<file path="src/rtl/bru_pkg.sv">
package bru_pkg;
  localparam int XLEN   = 32;
  localparam int REG_AW = 5;
  localparam int OP_W   = 6;
  localparam int IMM_W  = 16;
  localparam int JIDX_W = 26;

  localparam logic [OP_W-1:0] OP_ALU  = 6'h00;
  localparam logic [OP_W-1:0] OP_J    = 6'h02;
  localparam logic [OP_W-1:0] OP_JAL  = 6'h03;
  localparam logic [OP_W-1:0] OP_BEQZ = 6'h04;
  localparam logic [OP_W-1:0] OP_BNEZ = 6'h05;
  localparam logic [OP_W-1:0] OP_JR   = 6'h06;
  localparam logic [OP_W-1:0] OP_JALR = 6'h07;
  localparam logic [OP_W-1:0] OP_LOAD = 6'h23;

  typedef enum logic [1:0] {NPC_SEQ, NPC_BRANCH, NPC_JUMP, NPC_REG} npc_sel_e;
  typedef enum logic [2:0] {K_NONE, K_BEQZ, K_BNEZ, K_JUMP, K_JREG} ctl_kind_e;

  typedef struct packed {
    ctl_kind_e           kind;
    logic                reads_rs;
    logic [REG_AW-1:0]   rs;
    logic [IMM_W-1:0]    imm;
    logic [JIDX_W-1:0]   jidx;
    logic                wr_en;
    logic [REG_AW-1:0]   wr_idx;
  } dec_t;
endpackage

</file>
<file path="src/rtl/bru_decode.sv">
module bru_decode
  import bru_pkg::*;
#(
  parameter int LINK_REG = 31
) (
  input  logic [XLEN-1:0] instr,
  output dec_t            dec
);
  logic [OP_W-1:0] op;
  assign op = instr[XLEN-1:XLEN-OP_W];

  always_comb begin
    dec          = '0;
    dec.kind     = K_NONE;
    dec.rs       = instr[25:21];
    dec.imm      = instr[IMM_W-1:0];
    dec.jidx     = instr[JIDX_W-1:0];
    dec.reads_rs = 1'b0;
    dec.wr_en    = 1'b0;
    dec.wr_idx   = '0;
    case (op)
      OP_BEQZ: begin dec.kind = K_BEQZ; dec.reads_rs = 1'b1; end
      OP_BNEZ: begin dec.kind = K_BNEZ; dec.reads_rs = 1'b1; end
      OP_J:    dec.kind = K_JUMP;
      OP_JAL: begin
        dec.kind   = K_JUMP;
        dec.wr_en  = 1'b1;
        dec.wr_idx = REG_AW'(LINK_REG);
      end
      OP_JR: begin dec.kind = K_JREG; dec.reads_rs = 1'b1; end
      OP_JALR: begin
        dec.kind     = K_JREG;
        dec.reads_rs = 1'b1;
        dec.wr_en    = 1'b1;
        dec.wr_idx   = REG_AW'(LINK_REG);
      end
      OP_ALU: begin
        dec.wr_idx = instr[15:11];
        dec.wr_en  = (instr != '0) && (instr[15:11] != '0);
      end
      OP_LOAD: begin
        dec.wr_idx = instr[20:16];
        dec.wr_en  = (instr[20:16] != '0);
      end
      default: begin
        if (op[OP_W-1:3] == 3'b001) begin
          dec.wr_idx = instr[20:16];
          dec.wr_en  = (instr[20:16] != '0);
        end
      end
    endcase
  end
endmodule

</file>
<file path="src/rtl/bru_hazard.sv">
module bru_hazard
  import bru_pkg::*;
(
  input  logic              reads_rs,
  input  logic [REG_AW-1:0] rs,
  input  logic              ex_wr_en,
  input  logic [REG_AW-1:0] ex_rd,
  input  logic              mem_load,
  input  logic [REG_AW-1:0] mem_rd,
  output logic              stall
);
  logic live_src, ex_hit, mem_hit;

  always_comb begin
    live_src = reads_rs && (rs != '0);
    ex_hit   = ex_wr_en && (ex_rd == rs);
    mem_hit  = mem_load && (mem_rd == rs);
    stall    = live_src && (ex_hit || mem_hit);
  end
endmodule

</file>
<file path="src/rtl/bru_resolve.sv">
module bru_resolve
  import bru_pkg::*;
#(
  parameter bit DELAY_SLOT = 1'b0
) (
  input  dec_t            dec,
  input  logic [XLEN-1:0] pc4,
  input  logic [XLEN-1:0] rs_val,
  output logic            taken,
  output npc_sel_e        sel,
  output logic [XLEN-1:0] target,
  output logic [XLEN-1:0] link_val
);
  localparam int SEXT_W = XLEN - IMM_W - 2;
  localparam int JHI_W  = XLEN - JIDX_W - 2;

  logic            rs_zero;
  logic [XLEN-1:0] br_tgt, j_tgt;

  assign rs_zero = (rs_val == '0);
  assign br_tgt  = pc4 + {{SEXT_W{dec.imm[IMM_W-1]}}, dec.imm, 2'b00};
  assign j_tgt   = {pc4[XLEN-1:XLEN-JHI_W], dec.jidx, 2'b00};

  always_comb begin
    taken  = 1'b0;
    sel    = NPC_SEQ;
    target = br_tgt;
    case (dec.kind)
      K_BEQZ: begin taken = rs_zero;  sel = NPC_BRANCH; end
      K_BNEZ: begin taken = !rs_zero; sel = NPC_BRANCH; end
      K_JUMP: begin taken = 1'b1; sel = NPC_JUMP; target = j_tgt;  end
      K_JREG: begin taken = 1'b1; sel = NPC_REG;  target = rs_val; end
      default: ;
    endcase
  end

  generate
    if (DELAY_SLOT) begin : g_link_ds
      assign link_val = pc4 + XLEN'(4);
    end else begin : g_link_sq
      assign link_val = pc4;
    end
  endgenerate
endmodule

</file>
<file path="src/rtl/early_branch_unit.sv">
module early_branch_unit
  import bru_pkg::*;
#(
  parameter logic [31:0] RESET_PC   = 32'h0,
  parameter bit          DELAY_SLOT = 1'b0,
  parameter int          LINK_REG   = 31
) (
  input  logic        clk,
  input  logic        rst_n,
  input  logic [31:0] imem_data,
  output logic [31:0] fetch_pc,
  output logic [31:0] id_instr,
  output logic [31:0] id_pc4,
  input  logic [31:0] rs_val,
  input  logic        ex_wr_en,
  input  logic [4:0]  ex_rd,
  input  logic        mem_load,
  input  logic [4:0]  mem_rd,
  output logic        stall,
  output logic        redirect,
  output logic [1:0]  pc_sel,
  output logic [31:0] target,
  output logic        flush,
  output logic        rd_we,
  output logic [4:0]  rd_idx,
  output logic [31:0] link_val
);
  localparam logic [XLEN-1:0] STEP = XLEN'(4);

  logic [XLEN-1:0] pc_q, ir_q, pc4_q;
  dec_t            dec;
  logic            taken, squash;
  npc_sel_e        sel;

  bru_decode #(.LINK_REG(LINK_REG)) u_dec (
    .instr (ir_q),
    .dec   (dec)
  );

  bru_hazard u_haz (
    .reads_rs (dec.reads_rs),
    .rs       (dec.rs),
    .ex_wr_en (ex_wr_en),
    .ex_rd    (ex_rd),
    .mem_load (mem_load),
    .mem_rd   (mem_rd),
    .stall    (stall)
  );

  bru_resolve #(.DELAY_SLOT(DELAY_SLOT)) u_res (
    .dec      (dec),
    .pc4      (pc4_q),
    .rs_val   (rs_val),
    .taken    (taken),
    .sel      (sel),
    .target   (target),
    .link_val (link_val)
  );

  assign redirect = taken && !stall;
  assign pc_sel   = redirect ? sel : NPC_SEQ;

  generate
    if (DELAY_SLOT) begin : g_slot
      assign squash = 1'b0;
    end else begin : g_squash
      assign squash = redirect;
    end
  endgenerate

  assign flush = squash;

  always_ff @(posedge clk or negedge rst_n) begin
    if (!rst_n) begin
      pc_q  <= RESET_PC;
      ir_q  <= '0;
      pc4_q <= RESET_PC;
    end else if (!stall) begin
      pc_q  <= redirect ? target : pc_q + STEP;
      ir_q  <= squash ? '0 : imem_data;
      pc4_q <= pc_q + STEP;
    end
  end

  assign fetch_pc = pc_q;
  assign id_instr = ir_q;
  assign id_pc4   = pc4_q;
  assign rd_we    = dec.wr_en;
  assign rd_idx   = dec.wr_idx;
endmodule

</file>
<file path="config.mk">
export PLATFORM = sky130hd
export DESIGN_NAME = early_branch_unit
export DESIGN_NICKNAME = d
export VERILOG_FILES = /design/src/rtl/bru_pkg.sv /design/src/rtl/bru_decode.sv /design/src/rtl/bru_hazard.sv /design/src/rtl/bru_resolve.sv /design/src/rtl/early_branch_unit.sv
export SDC_FILE = /design/constraint.sdc
export NUM_CORES = 1
export LEC_CHECK = 0
export BUFFER_PORTS_ARGS = -buffer_cell sky130_fd_sc_hd__buf_2
export CELL_PAD_IN_SITES_DETAIL_PLACEMENT = 1
export CELL_PAD_IN_SITES_GLOBAL_PLACEMENT = 1
export CORE_MARGIN = 2
export CORE_UTILIZATION = 30
export DETAILED_ROUTE_END_ITERATION = 10
export HOLD_SLACK_MARGIN = 0.08
export PLACE_DENSITY = 0.72
export SETUP_SLACK_MARGIN = 0.1
export SLEW_MARGIN = 20
export SYNTH_ARGS = -nofsm -noshare
export SYNTH_HDL_FRONTEND = slang
export SYNTH_SLANG_ARGS = --single-unit
</file>
<file path="constraint.sdc">
create_clock -name clk -period 8.4 [get_ports clk]
set_clock_uncertainty 0.2 [all_clocks]
set_input_delay 0.84 -clock clk [delete_from_list [all_inputs] [get_ports clk]]
set_output_delay 0.84 -clock clk [all_outputs]
set_load 0.03 [all_outputs]
</file>
==> results of run 1 <==
-- area by class of cell --
cell class | count | area share, %
tap | 324 | 4.50
multi-input combinational | 727 | 50.3
inverter | 13 | 0.555
clock inverter | 7 | 1.05
timing repair buffer | 254 | 14.4
sequential | 96 | 26.7
clock buffer | 9 | 2.50
-- placed cells by master, fill, tap and decap left out, types with 10 or more instances in the layout --
| master | Yosys | final |
|---|---|---|
| mux2i_1 | 16 | 16 |
| xnor2_1 | 32 | 32 |
| buf_2 | 16 | 247 |
| xor2_1 | 29 | 29 |
| nand3_1 | 46 | 46 |
| o21ai_0 | 60 | 60 |
| a31oi_1 | 10 | 10 |
| a211oi_1 | 15 | 15 |
| and3_1 | 18 | 18 |
| nor3_1 | 10 | 10 |
| inv_1 | 12 | 11 |
| a21oi_1 | 54 | 54 |
| nor4_1 | 15 | 15 |
| ha_1 | 30 | 30 |
| a21o_1 | 17 | 16 |
| nor2_1 | 55 | 55 |
| a221o_1 | 12 | 12 |
| nand2_1 | 162 | 162 |
| nand4_1 | 21 | 21 |
| dfrtp_1 | 96 | 95 |
-- cells in the mapped netlist (all sizes together) (17+ instances only) --
| master | n | area, µm² |
|---|---|---|
| clkbuf | 24 | 92.6 |
| o21ai | 63 | 319 |
| xor2 | 29 | 254 |
| dfrtp | 96 | 2400 |
| a21o | 17 | 128 |
| buf | 63 | 410 |
| and3 | 18 | 113 |
| nand3 | 48 | 250 |
| ha | 30 | 375 |
| xnor2 | 32 | 280 |
| a21oi | 55 | 279 |
| nand2 | 164 | 621 |
| nor2 | 55 | 206 |
| nand4 | 21 | 131 |
-- worst reg2reg max path, delay by kind of cell, from the launching register on --
| family | cells | cell delay [ns] |
|---|---|---|
| AND/OR/NAND/NOR | 1 | 0.12 |
| XOR/XNOR | 1 | 0.25 |
| adder cells (fa/ha/maj) | 2 | 0.67 |
| AO/OA/AOI/OAI | 6 | 1.84 |
| flip-flops | 1 | 0.43 |
-- how the worst max path moves through the flow --
stage | startpoint | to
2_1_floorplan | id_instr[0] | target[30]
3_3_place_gp | rs_val[14] | flush
3_5_place_dp | rs_val[14] | flush
4_1_cts | rs_val[14] | flush
5_1_grt | rs_val[14] | flush
6_report | rs_val[14] | flush
-- layer usage --
layer | up-vias | wire length (µm)
met1 | 3987 | 13400
met4 | 0 | 1190
met3 | 58 | 1990
met2 | 294 | 14900
li1 | 3652 | -
met5 | - | 0
-- report_power, final --
part           internal (mW)  switching, mW  total, mW
logic                  0.782           1.77       2.55
registers              0.619          0.271      0.890
clock network          0.262          0.204      0.466
total                   1.66           2.24       3.91
-- through the flow --
| step | total power [mW] | worst slack, ns | std cells | hold slack, ns |
|---|---|---|---|---|
| 2_1_floorplan | 2.67 | 4.12 | 923 | 0.344 |
| 3_3_place_gp | 3.40 | 3.31 | 1413 | 0.314 |
| 3_5_place_dp | 3.44 | 3.26 | 1413 | 0.325 |
| 4_1_cts | 3.92 | 3.27 | 1429 | 0.222 |
| 5_1_grt | 4.14 | 3.09 | 1430 | 0.232 |
| 6_report | 3.91 | 3.16 | 1430 | 0.209 |
-- flip-flops by register name, summed over array words and instances, names as in the netlist --
register,flops
id_instr,32
fetch_pc,32
id_pc4,32
-- kinds of logic after synthesis --
logic type / synth area share (%)
AO/OA/AOI/OAI: 20.8
AND/OR/NAND/NOR: 24.2
flip-flops: 32.1
adder cells (fa/ha/maj): 5.28
XOR/XNOR: 7.14
multiplexers: 3.04
buffers and inverters: 7.37
==> summary.json, run 1 <==
{
  "run_status": {"value": "finished, final reports clean"},
  "seq_area": {"value": 2400, "unit": "µm²"},
  "reg_to_reg_setup_timing_slack": {"value": 4.78, "unit": "ns"},
  "initial_antenna_violation_count": {"value": 0},
  "rsz0062_at_grt": {"value": "false"},
  "cp.depth": {"value": 9},
  "initial_utilization": {"value": 30.7, "unit": "%"},
  "final_layout_size_suffix_gt1_share": {"value": 26.9, "unit": "%"},
  "clock_buffers_created_by_tritoncts": {"value": 9},
  "number_of_failing_hold_endpoints_at_the_final_stage": {"value": 0},
  "globalplace.congestion": {"value": 0.878},
  "final_max_slew_viol_count": {"value": 0},
  "grt_usage": {"value": 23.8, "unit": "%"},
  "cts_hold_buf": {"value": 0},
  "max_clock_freq": {"value": 191, "unit": "MHz"},
  "endpoint_kind": {"value": "primary output"},
  "ys.flop_type": {"value": "dfrtp_1"},
  "timing.setup.tns": {"value": 0, "unit": "ns"},
  "synth_seq_cells": {"value": 96},
  "cp_data_arrival_time": {"value": 4.20, "unit": "ns"},
  "cp_slowest_cell": {"value": "nor4_1"},
  "ff_to_ff_end": {"value": "fetch_pc[20]"},
  "std_cell_rows": {"value": 57},
  "leakage": {"value": 4.23, "unit": "nW"},
  "timing.slew.headroom": {"value": 38.0, "unit": "%"},
  "dieArea": {"value": 26200, "unit": "µm²"},
  "die_w": {"value": 162, "unit": "µm"},
  "worst_ir_drop_vdd": {"value": 242, "unit": "µV"},
  "ys.warnings.count": {"value": 0},
  "detail_route.drc_violations": {"value": 0},
  "via_per_inst": {"value": 5.59},
  "post-route-cell-area": {"value": 9020, "unit": "µm²"},
  "critical_path.n_buffers_inverters": {"value": 3},
  "globalRouteMet3Util": {"value": 4.39, "unit": "%"},
  "cts.reportedPaths.clkPinSlew": {"value": 0.07, "unit": "ns"},
  "cp_max_fanout": {"value": 36},
  "wire_per_inst": {"value": 22.1, "unit": "µm"},
  "fp.dieH": {"value": 162, "unit": "µm"},
  "cpLargestDelayFamily": {"value": "simple AND/OR/NAND/NOR gates"},
  "grt_busiest_layer": {"value": "met2"},
  "placed_cell_area": {"value": 8670, "unit": "µm²"},
  "cp.required": {"value": 7.36, "unit": "ns"},
  "syn_area_per_cell": {"value": 8.11, "unit": "µm²"},
  "core-area": {"value": 24400, "unit": "µm²"},
  "post_cts_resize_count": {"value": 0},
  "drt_iter0_drc": {"value": 508},
  "antenna-diode-count": {"value": 0},
  "number_of_global_route_vias_before_repair": {"value": 7902},
  "num-nets-final": {"value": 1210},
  "worst_slew_pin_slew": {"value": 0.930, "unit": "ns"},
  "clock_path_buffers": {"value": 2},
  "reg2reg_depth": {"value": 10},
  "critical_path.cell_chain": {"value": "buf_2 -> nor4_1 -> nand4_1 -> or3_1 -> a211o_1 -> nand2_2 -> nand2_2 -> inv_2 -> buf_2"},
  "grt_util_met1": {"value": 31.0, "unit": "%"},
  "io-pin-count": {"value": 249},
  "final_period_minus_worst_setup_slack": {"value": 5.24, "unit": "ns"},
  "ys_async_sr_fraction": {"value": 100, "unit": "%"},
  "gr-usage-met2": {"value": 39.6, "unit": "%"},
  "critPathLaunchType": {"value": "input pin"},
  "yosys.cell_types.count": {"value": 74},
  "cap_viol_max_count": {"value": 0},
  "clock_tree_from_tritoncts": {"value": "built"},
  "worst_path_largest_cell_delay": {"value": 0.68, "unit": "ns"},
  "worst_hold_path_type": {"value": "in2async"},
  "grt_overflow_total": {"value": 0},
  "criticalPathCategory": {"value": "in2out"},
  "n_fill_cell": {"value": 3054},
  "synth.cell_area": {"value": 7480, "unit": "µm²"},
  "synth_enable_flop_cells": {"value": 0},
  "net_count_after_synthesis": {"value": 1032},
  "cts.sinks": {"value": 96},
  "largest_net_degree_at_the_start_of_global_routing": {"value": 86},
  "setup_fix_buffers_added_after_clock_tree_synthesis": {"value": 0},
  "multi_input_area": {"value": 4540, "unit": "µm²"},
  "post_synth_inst_count": {"value": 923},
  "detail_route.first_pass.iterations": {"value": 5},
  "synthToLayoutAreaGrowth": {"value": 20.5, "unit": "%"},
  "power.density": {"value": 433, "unit": "nW/µm²"},
  "detail_route.wirelength": {"value": 31500, "unit": "µm"},
  "route.vias.total": {"value": 7991},
  "root_buffer": {"value": "clkbuf_16"},
  "clock_latency": {"value": 0.36, "unit": "ns"},
  "wire_length_of_the_first_global_routing_pass": {"value": 47800, "unit": "µm"},
  "antenna_violating_nets_post_route": {"value": 0},
  "seq_area_frac_synth": {"value": 32.1, "unit": "%"},
  "min_period_over_period": {"value": 62.4, "unit": "%"},
  "port-buffer-count": {"value": 248},
  "timing.rr.start": {"value": "id_pc4[2]"},
  "setup_viols_final": {"value": 0},
  "cts.htree.levels": {"value": 3},
  "finish.utilization": {"value": 37.0, "unit": "%"},
  "hpwl": {"value": 23900, "unit": "µm"}
}
Note: power is estimated with default switching activity, not from simulation.
==> inputs of run 2 (changes only) <==
--- a/config.mk
+++ b/config.mk
@@ -12,7 +12,7 @@
 export CORE_UTILIZATION = 30
 export DETAILED_ROUTE_END_ITERATION = 10
 export HOLD_SLACK_MARGIN = 0.08
-export PLACE_DENSITY = 0.72
+export PLACE_DENSITY = 0.75
 export SETUP_SLACK_MARGIN = 0.1
 export SLEW_MARGIN = 20
 export SYNTH_ARGS = -nofsm -noshare
==> constraint.sdc (replaced) <==
create_clock -name clk -period 4.6 [get_ports clk]
set_clock_uncertainty 0.2 [all_clocks]
set_input_delay 0.46 -clock clk [delete_from_list [all_inputs] [get_ports clk]]
set_output_delay 0.46 -clock clk [all_outputs]
set_load 0.03 [all_outputs]
==> run 2 against run 1 <==
Net effect: count of clock-buffer cells in the layout grew 4; final area grew 0.54%; hold slack got worse by 0.16 ns; die area did not move; first-iteration DRC count up 4.3%; critical path type is now reg2out; critical endpoint is now target[30].
==> summary.json, run 2 (synthesized netlist as in run 1, its figures left out) <==
{
  "clock_latency": {"value": 0.36, "unit": "ns", "change": "about the same"},
  "final_max_slew_viol_count": {"value": 0, "change": "unchanged"},
  "leakage": {"value": 4.26, "unit": "nW", "change": "+0.80%"},
  "number_of_global_route_vias_before_repair": {"value": 7882, "change": "-0.25%"},
  "synthToLayoutAreaGrowth": {"value": 21.2, "unit": "%"},
  "reg_to_reg_setup_timing_slack": {"value": 1.26, "unit": "ns", "change": "-3.52 ns"},
  "initial_utilization": {"value": 30.7, "unit": "%", "change": "unchanged"},
  "final_layout_size_suffix_gt1_share": {"value": 27.1, "unit": "%", "change": "+0.26 points"},
  "worst_slew_pin_slew": {"value": 1.10, "unit": "ns", "change": "+0.167 ns"},
  "layout_common_cells": {"value": "buf_2, nand2_1, dfrtp_1, o21ai_0, nor2_1"},
  "wire_per_inst": {"value": 21.6, "unit": "µm", "change": "-2.3%"},
  "run_status": {"value": "finished, final reports clean"},
  "post-route-cell-area": {"value": 9060, "unit": "µm²", "change": "+0.54%"},
  "hpwl": {"value": 23900, "unit": "µm", "change": "about the same"},
  "largest_net_degree_at_the_start_of_global_routing": {"value": 72, "change": "-16%"},
  "cap_viol_max_count": {"value": 0, "change": "unchanged"},
  "critPathLaunchType": {"value": "flip-flop"},
  "cp_slowest_cell": {"value": "fa_1"},
  "cts_hold_buf": {"value": 0, "change": "unchanged"},
  "max_clock_freq": {"value": 242, "unit": "MHz"},
  "final_cells": {"value": 1444, "change": "+0.98%"},
  "worst_path_largest_cell_delay": {"value": 0.42, "unit": "ns", "change": "-0.26 ns"},
  "grt_overflow_total": {"value": 0, "change": "unchanged"},
  "placed_insts": {"value": 1422, "change": "+0.64%"},
  "route.vias.total": {"value": 7917, "change": "-0.93%"},
  "finalWorstSetupSlack": {"value": 0.462, "unit": "ns", "change": "-2.70 ns"},
  "cts.sinks": {"value": 96, "change": "unchanged"},
  "critical_path.cell_chain": {"value": "ha_1 -> fa_1 -> a211o_1 -> a211oi_1 -> nor3_1 -> o21ai_2 -> o21ai_1 -> a221oi_1 -> xor2_1 -> a21boi_0 -> buf_2"},
  "criticalPathCategory": {"value": "reg2out"},
  "cts.htree.levels": {"value": 3, "change": "unchanged"},
  "wire_length_of_the_first_global_routing_pass": {"value": 47600, "unit": "µm", "change": "-0.52%"},
  "worst_ir_drop_vdd": {"value": 414, "unit": "µV", "change": "+71%"},
  "detail_route.wirelength": {"value": 31100, "unit": "µm", "change": "-1.3%"},
  "worst_hold_path_type": {"value": "in2async"},
  "grt_usage": {"value": 23.5, "unit": "%", "change": "-0.33 points"},
  "endpoint_kind": {"value": "primary output"},
  "setup_fix_buffers_added_after_clock_tree_synthesis": {"value": 0, "change": "unchanged"},
  "placed_cell_area": {"value": 8750, "unit": "µm²", "change": "+0.92%"},
  "final_period_minus_worst_setup_slack": {"value": 4.14, "unit": "ns"},
  "num-nets-final": {"value": 1218, "change": "+0.66%"},
  "std_cell_rows": {"value": 57, "change": "unchanged"},
  "clock_buffers_created_by_tritoncts": {"value": 9, "change": "unchanged"},
  "cp_max_fanout": {"value": 4, "change": "-89%"},
  "core-area": {"value": 24400, "unit": "µm²", "change": "unchanged"},
  "final_common_cell": {"value": "buf_2"},
  "power.density": {"value": 774, "unit": "nW/µm²", "change": "+79%"},
  "n_fill_cell": {"value": 3024, "change": "-0.98%"},
  "setup_viols_final": {"value": 0, "change": "unchanged"},
  "initial_antenna_violation_count": {"value": 9, "change": "+9"},
  "detail_route.first_pass.iterations": {"value": 5, "change": "unchanged"},
  "min_period_over_period": {"value": 90.0, "unit": "%"},
  "clock_path_buffers": {"value": 2, "change": "unchanged"},
  "fp.dieH": {"value": 162, "unit": "µm", "change": "unchanged"},
  "io-pin-count": {"value": 249, "change": "unchanged"},
  "root_buffer": {"value": "clkbuf_16"},
  "cts.reportedPaths.clkPinSlew": {"value": 0.08, "unit": "ns", "change": "about the same"},
  "cpLargestDelayFamily": {"value": "compound AO/OA/AOI/OAI gates"},
  "dieArea": {"value": 26200, "unit": "µm²", "change": "unchanged"},
  "detail_route.drc_violations": {"value": 0, "change": "unchanged"},
  "number_of_failing_hold_endpoints_at_the_final_stage": {"value": 0, "change": "unchanged"},
  "cp_data_arrival_time": {"value": 3.48, "unit": "ns", "change": "-0.72 ns"},
  "place_worst_setup_slack": {"value": 0.836, "unit": "ns", "change": "-2.43 ns"},
  "drt_iter0_drc": {"value": 530, "change": "+4.3%"},
  "globalplace.congestion": {"value": 0.906, "change": "+3.1%"},
  "die_w": {"value": 162, "unit": "µm", "change": "unchanged"},
  "post_cts_resize_count": {"value": 0, "change": "unchanged"},
  "via_per_inst": {"value": 5.48, "change": "-1.9%"},
  "antenna_violating_nets_post_route": {"value": 0, "change": "unchanged"},
  "cp.required": {"value": 3.94, "unit": "ns", "change": "-3.42 ns"},
  "clock_tree_from_tritoncts": {"value": "built"},
  "rsz0062_at_grt": {"value": "false"},
  "critical_path.n_buffers_inverters": {"value": 1, "change": "-2"},
  "timing.slew.headroom": {"value": 25.8, "unit": "%", "change": "-12 points"},
  "totalPowerFinal": {"value": 7.02, "unit": "mW", "change": "+80%"},
  "port-buffer-count": {"value": 248, "change": "unchanged"},
  "timing.setup.tns": {"value": 0, "unit": "ns", "change": "unchanged"}
}
-- run 2: cell count changes in the layout (fill, tap and decap cells not counted) --
| cell | delta |
|---|---|
| diode_2 | +6 |
| nor4b_2 | -1 |
| inv_6 | -1 |
| clkinvlp_4 | -1 |
| buf_4 | +8 |
| clkbuf_1 | +2 |
| clkbuf_8 | +2 |
| bufinv_16 | -1 |
| nor4b_1 | +1 |
| clkinv_4 | -1 |
-- run 2: layout make-up --
type	instances	area [µm²]	area share, %
multi-input combinational	727	4530	50.0
sequential	96	2400	26.5
timing repair buffer	262	1360	15.0
tap	324	405	4.47
clock buffer	13	260	2.87
inverter	13	50.0	0.552
clock inverter	3	40.0	0.442
antenna	6	15.0	0.166
-- run 2: worst paths after layout --
path	from	end	depth (start not counted)
max	id_instr[0]	target[30]	11
min	rst_n	id_instr[15]	1
max reg2reg	id_instr[0]	fetch_pc[18]	10
min reg2reg	fetch_pc[1]	fetch_pc[1]	2
max in group asynchronous	rst_n	fetch_pc[24]	2
min in group clk	imem_data[28]	id_instr[28]	3
-- run 2: metal layers --
metal	up-vias	GRT usage [%]	part of all wire [%]
met1	3933	30.6	44
li1	3673	-	-
met4	4	9.21	2.9
met3	55	4.52	5.9
met5	-	0	0.087
met2	252	38.5	47
-- run 2: worst reg2reg max path: stages, from the launching register on --
cell and delay [ns]:
dfrtp_1 0.41, ha_1 0.24, fa_1 0.42, a211o_1 0.30, a211oi_1 0.24, nor3_1 0.14
or2_2 0.34, a221oi_2 0.28, xnor2_1 0.14, a211oi_1 0.41, nor3_1 0.08
-- run 2: where the power goes --
| group | internal (mW) | switching [mW] | leakage, nW |
|---|---|---|---|
| Combinational | 1.43 | 3.17 | 2.99 |
| Sequential | 1.13 | 0.490 | 1.12 |
| Clock | 0.451 | 0.349 | 0.150 |
| Total | 3.01 | 4.01 | 4.26 |
-- run 2: stage by stage --
step | hold slack (ns) | utilization (%)
after floorplan | -0.0356 | -
after global placement | 0.285 | 35.9
after detailed placement | 0.297 | 35.9
after CTS | 0.0995 | 37.1
after global routing | 0.130 | 37.1
final | 0.0492 | 37.2
